$ cat src/rtl/mem_req_escalator.sv
module mem_req_escalator #(
  parameter int TMR_W = 8,
  parameter int ERR_W = 4
) (
  input  logic             clk,
  input  logic             rst_n,
  input  logic             pkt_pend,
  input  logic             pkt_gnt,
  input  logic             ctl_pend,
  input  logic             ctl_gnt,
  input  logic             pkt_always_hi,
  input  logic             ctl_always_hi,
  input  logic             pkt_fifo_hi_en,
  input  logic             free_fifo_full,
  input  logic             get_fifo_full,
  input  logic             pkt_timer_en,
  input  logic             ctl_timer_en,
  input  logic [TMR_W-1:0] pkt_timeout,
  input  logic [TMR_W-1:0] ctl_timeout,
  input  logic             diag_hold,
  input  logic             lock_on_err,
  input  logic [ERR_W-1:0] lock_mask,
  input  logic [ERR_W-1:0] err_vec,
  output logic             pkt_req_lo,
  output logic             pkt_req_hi,
  output logic             ctl_req_lo,
  output logic             ctl_req_hi
);
  localparam int NCH = 2;

  logic             lock_r;
  logic             lock_hit;
  logic             hold;
  logic [NCH-1:0]   pend, gnt, alw, ten, busy, hi;
  logic [NCH-1:0]   instant;
  logic [TMR_W-1:0] tmo [NCH];

  assign lock_hit = lock_on_err && |(lock_mask & err_vec);
  assign hold     = diag_hold || lock_r || lock_hit;

  always_ff @(posedge clk) begin
    if (!rst_n || !lock_on_err) lock_r <= 1'b0;
    else if (lock_hit)          lock_r <= 1'b1;
  end

  assign pend    = {ctl_pend, pkt_pend};
  assign gnt     = {ctl_gnt, pkt_gnt};
  assign alw     = {ctl_always_hi, pkt_always_hi};
  assign ten     = {ctl_timer_en, pkt_timer_en};
  assign tmo[0]  = pkt_timeout;
  assign tmo[1]  = ctl_timeout;
  assign instant = {ctl_always_hi,
                    pkt_always_hi | (pkt_fifo_hi_en & (free_fifo_full | get_fifo_full))};

  for (genvar c = 0; c < NCH; c++) begin : g_ch
    logic [TMR_W-1:0] cnt;
    logic             expired;

    assign expired = ten[c] && (cnt == '0);

    always_ff @(posedge clk) begin
      if (!rst_n) begin
        busy[c] <= 1'b0;
        hi[c]   <= 1'b0;
        cnt     <= '0;
      end else if (!busy[c]) begin
        if (pend[c] && !hold) begin
          busy[c] <= 1'b1;
          hi[c]   <= instant[c];
          cnt     <= tmo[c];
        end
      end else if (gnt[c]) begin
        busy[c] <= 1'b0;
        hi[c]   <= 1'b0;
      end else begin
        hi[c] <= hi[c] | instant[c] | expired;
        if (cnt != '0) cnt <= cnt - 1'b1;
      end
    end

    // always-high bit forces the high line on the next cycle
    p_always_hi_r1: assert property (@(posedge clk) disable iff (!rst_n)
      alw[c] && ((busy[c] && !gnt[c]) || (!busy[c] && pend[c] && !hold)) |=> hi[c] && busy[c]);

    // an expired timer escalates the waiting request
    p_timer_hi_r4: assert property (@(posedge clk) disable iff (!rst_n)
      busy[c] && !gnt[c] && expired |=> hi[c]);

    // a held idle channel stays idle
    p_hold_idle_r5: assert property (@(posedge clk) disable iff (!rst_n)
      !busy[c] && hold |=> !busy[c]);

    // high priority is sticky until grant
    p_sticky_r7: assert property (@(posedge clk) disable iff (!rst_n)
      busy[c] && hi[c] && !gnt[c] |=> busy[c] && hi[c]);

    // grant retires the request
    p_grant_r9: assert property (@(posedge clk) disable iff (!rst_n)
      busy[c] && gnt[c] |=> !busy[c] && !hi[c]);
  end

  assign pkt_req_lo = busy[0] && !hi[0];
  assign pkt_req_hi = busy[0] &&  hi[0];
  assign ctl_req_lo = busy[1] && !hi[1];
  assign ctl_req_hi = busy[1] &&  hi[1];

  // the two lines of a channel are exclusive
  p_onehot_r8: assert property (@(posedge clk) disable iff (!rst_n)
    $onehot0({pkt_req_lo, pkt_req_hi}) && $onehot0({ctl_req_lo, ctl_req_hi}));

  // a full FIFO with escalation enabled raises the packet line
  p_fifo_hi_r3: assert property (@(posedge clk) disable iff (!rst_n)
    pkt_fifo_hi_en && (free_fifo_full || get_fifo_full) && pkt_req_lo && !pkt_gnt |=> pkt_req_hi);

  // a locking error holds the channels while the lock bit stays set
  p_lock_r6: assert property (@(posedge clk) disable iff (!rst_n)
    lock_hit && lock_on_err && !busy[0] && $stable(lock_on_err) |=> !busy[0] || !lock_on_err);
endmodule

$ cat config.mk
export PLATFORM = sky130hd
export DESIGN_NAME = mem_req_escalator
export DESIGN_NICKNAME = d
export VERILOG_FILES = /design/src/rtl/mem_req_escalator.sv
export SDC_FILE = /design/constraint.sdc
export NUM_CORES = 1
export LEC_CHECK = 0
export CAP_MARGIN = 20
export CORE_MARGIN = 8
export CORE_UTILIZATION = 40
export DETAILED_ROUTE_END_ITERATION = 16
export DONT_BUFFER_PORTS = 1
export HOLD_SLACK_MARGIN = 0.05
export REMOVE_ABC_BUFFERS = 1
export SYNTH_ARGS = -nofsm -noshare
export SYNTH_HDL_FRONTEND = slang
export SYNTH_SLANG_ARGS = --single-unit
$ cat constraint.sdc
create_clock -name clk -period 2.3 [get_ports clk]
set_input_delay 0.345 -clock clk [delete_from_list [all_inputs] [get_ports clk]]
set_output_delay 0.345 -clock clk [all_outputs]
set_load 0.02 [all_outputs]
==> flow_metrics.tcl <==
set metrics [dict create \
    timing.hold.worst.start "rst_n" \
    antennaDiodeCount 0 \
    gr-total-overflow 0 \
    cts_made_buffers 3 \
    hold_removal_path_class "in -> reg" \
    final.hold.worst_slack_ps 154.8 \
    track_usage_pct 12.53 \
    wl_per_cell_um 16.17 \
    placement.setup.worst_slack_ps 474.9 \
    largest_family_of_logic_cells_by_synthesized_area "compound AO/OA/AOI/OAI gates" \
    postSynth.topFlopCell "sky130_fd_sc_hd__dfxtp_1" \
    grt_max_degree 25 \
    cts_setup_buffers 0 \
    timing_worst_setup_path_type "reg -> out" \
    post-dp-hpwl_mm 2.600 \
    clock-sinks 21 \
    synth_top_cell_area_share_pct 30.85 \
    synthXorXnorAreaFrac_pct 1.928 \
    worst_hold_path.endpoint "g_ch[0].cnt[1]" \
    vdd.ir_drop.worst_mv 0.2557 \
    tritoncts "yes" \
    post_synth_and_or_nand_nor_area_fraction_pct 22.04 \
    post_route_cells_drive_above_1_share_pct 9.581 \
    drt.antenna.violating_nets 0 \
    detail_route.vias_per_cell 5.822 \
    synth.ff_latch_count 21 \
    seq_total_area_yosys_pct 30.85 \
    placement_rows 21 \
    synth_edf_count 0 \
    worst-slew-pin-transition_ps 683.0 \
    cts_root_buf "sky130_fd_sc_hd__clkbuf_4" \
    finalSetupTns_ps 0 \
    final-setup-viol-count 0 \
    cp-end-kind "primary output" \
    crit-reg2reg-launch "g_ch[1].cnt[4]" \
    power-per-cell-area_nw_per_um2 562.9 \
    grt_setup_unrepaired "no" \
    synth_area_leader_cell "sky130_fd_sc_hd__dfxtp_1" \
    fin_crit_ps 1945 \
    minimum_setup_slack_among_reg_to_reg_paths_ps 410 \
    fin_nets 211 \
    netlist_top_cells_area "sky130_fd_sc_hd__dfxtp_1 (31%), sky130_fd_sc_hd__a21oi_1 (5.1%), sky130_fd_sc_hd__nand2_1 (4.1%), sky130_fd_sc_hd__ha_1 (3.7%), sky130_fd_sc_hd__o21ai_0 (3.7%)" \
    antenna_found_initial 0 \
    worst-endpoint-arrival_ps 1600 \
    timing.fmax_mhz 514.2 \
    kind_of_start_point_of_the_critical_path "flip-flop" \
    synth-compound-area-share_pct 31.86 \
    clk_pin_slew_worst_paths_ps 120 \
    ys_warn_count 0 \
    setup_ws_ps 355.1 \
    status "complete, no violations" \
    clk_latency_ps 310 \
    initial_core_utilization_pct 41.16 \
    cts_htree_levels 1 \
    finalMaxSlewViolations 0 \
    drv.max_cap_violation_count 0 \
    routed_wl_mm 3.444 \
    residual_drc 0 \
    yosys-top-cells-count "sky130_fd_sc_hd__dfxtp_1 (21), sky130_fd_sc_hd__nand2_1 (15), sky130_fd_sc_hd__a21oi_1 (14)" \
    postSynth.asyncResetShare_pct 0 \
    io_buffer_count 0 \
    detailroute.via_count 1240 \
    post_cts_gate_resize_count 0 \
    power_leakage_uw 0.0005319 \
    critical_path.max_fanout 14 \
    fp.dieW_um 74.37 \
    place_congestion 0.8173 \
    synth_area_per_cell_um2 8.015 \
    rr_worst_depth 5 \
    timing.clock.skew_ps 5.069 \
    synthesis.instances 170 \
    hold_depth 1 \
    slew_headroom_pct 54.47 \
    post_synth_mux_area_share_pct 4.591 \
    hold_viol 0 \
    worstReg2RegEnd "g_ch[1].cnt[3]" \
    fp.dieH_um 74.37 \
    flow.area_growth_from_synthesis_pct 4.775 \
    num_io_pins 43 \
    initialDrtViolationCount 68 \
    cts.hold.buffers_added 0 \
    syn-cell-area_um2 1363 \
    grt_pass1_vias 1215 \
    synth_adder_area_share_pct 3.673 \
    core_region_area_um2 3311 \
    dr.pass1.iters 4 \
    critical_path_required_ps 1960 \
    synth.lib_cells_used.distinct 49 \
    grt_first_pass_wirelength_mm 5.554 \
    synth_most_common_cell "sky130_fd_sc_hd__dfxtp_1" \
    dieArea_um2 5530 \
    ctsLongestPathBuffers 2 \
    layout_worst_path_cycle_share_pct 84.56 \
]
[final cells by class]
class | instances | area, µm²
Clock buffer | 3 | 22.52
Clock inverter | 1 | 5.005
Fill cell | 354 | 1883
Inverter | 9 | 33.78
Multi-Input combinational cell | 131 | 873.3
Sequential cell | 21 | 420.4
Tap cell | 46 | 57.56
Timing Repair Buffer | 2 | 15.01
[metrics by stage]
stage	util (%)	cell area [µm²]	total power [µW]	std cells
floorplan	-	1328	582.3	161
detailed placement	42.29	1400	624.0	209
CTS	43.12	1428	811.2	213
global placement	42.29	1400	619.0	209
global route	43.12	1428	857.5	213
finish	43.12	1428	803.7	213
[placed cells by master (no fill, tap or decap), drive strengths merged, types with 2 or more instances in the layout]
cell    netlist  layout
dfxtp        21      21
nand2        15      15
a21oi        15      15
o21ai        12      12
nor2         10      10
inv           9       9
nor3          8       8
nand2b        5       5
a31oi         5       5
o21a          4       4
nand3         4       4
mux2i         4       4
ha            4       4
clkbuf        8       3
nor4          3       3
o22ai         3       3
and2          2       2
nor2b         2       2
a22o          2       2
and3          2       2
o31ai         2       2
mux2          2       2
o311ai        2       2
xor2          2       2
a211o         2       2
o211ai        2       2
o311a         2       2
o32ai         2       2
buf           1       2
[report_power, final]
| part | internal [µW] | switching [µW] |
|---|---|---|
| clock network | 64.9 | 121 |
| logic | 91.9 | 114 |
| registers | 386 | 26.4 |
| total | 543 | 261 |
[cells by family after synthesis]
group / after synthesis
AO/OA/AOI/OAI: 61
XOR/XNOR: 3
adder cells (fa/ha/maj): 4
buffers and inverters: 18
flip-flops: 21
multiplexers: 6
AND/OR/NAND/NOR: 57
[worst max-delay path by stage]
| stage | from | endpoint | slack, ps | cells past startpoint |
|---|---|---|---|---|
| floorplan | busy[1] | g_ch[1].cnt[3] | 600 | 4 |
| global placement | busy[0] | g_ch[0].cnt[2] | 520 | 4 |
| detailed placement | g_ch[1].cnt[4] | g_ch[1].cnt[3] | 470 | 5 |
| CTS | busy[0] | pkt_req_lo | 340 | 2 |
| global route | busy[0] | pkt_req_lo | 240 | 2 |
| finish | busy[0] | pkt_req_lo | 360 | 2 |
[critical path, cell delays in order, from the launching register on]
cell and delay [ps]:
sky130_fd_sc_hd__dfxtp_1 590, sky130_fd_sc_hd__inv_1 310, sky130_fd_sc_hd__nor2_1 390
[sequential cells by signal (all words and copies together) (netlist names)]
name	flops
g_ch.cnt	16
busy	2
lock_r	1
hi	2
[routing by layer]
layer	global-route usage [%]	vias up	share of wire [%]
li1	-	627	-
met2	23.43	24	52
met4	2.826	0	0.55
met5	0	-	0
met1	13.05	587	42
met3	4.178	2	5.2
No activity file was read; power rests on OpenSTA's default activity.
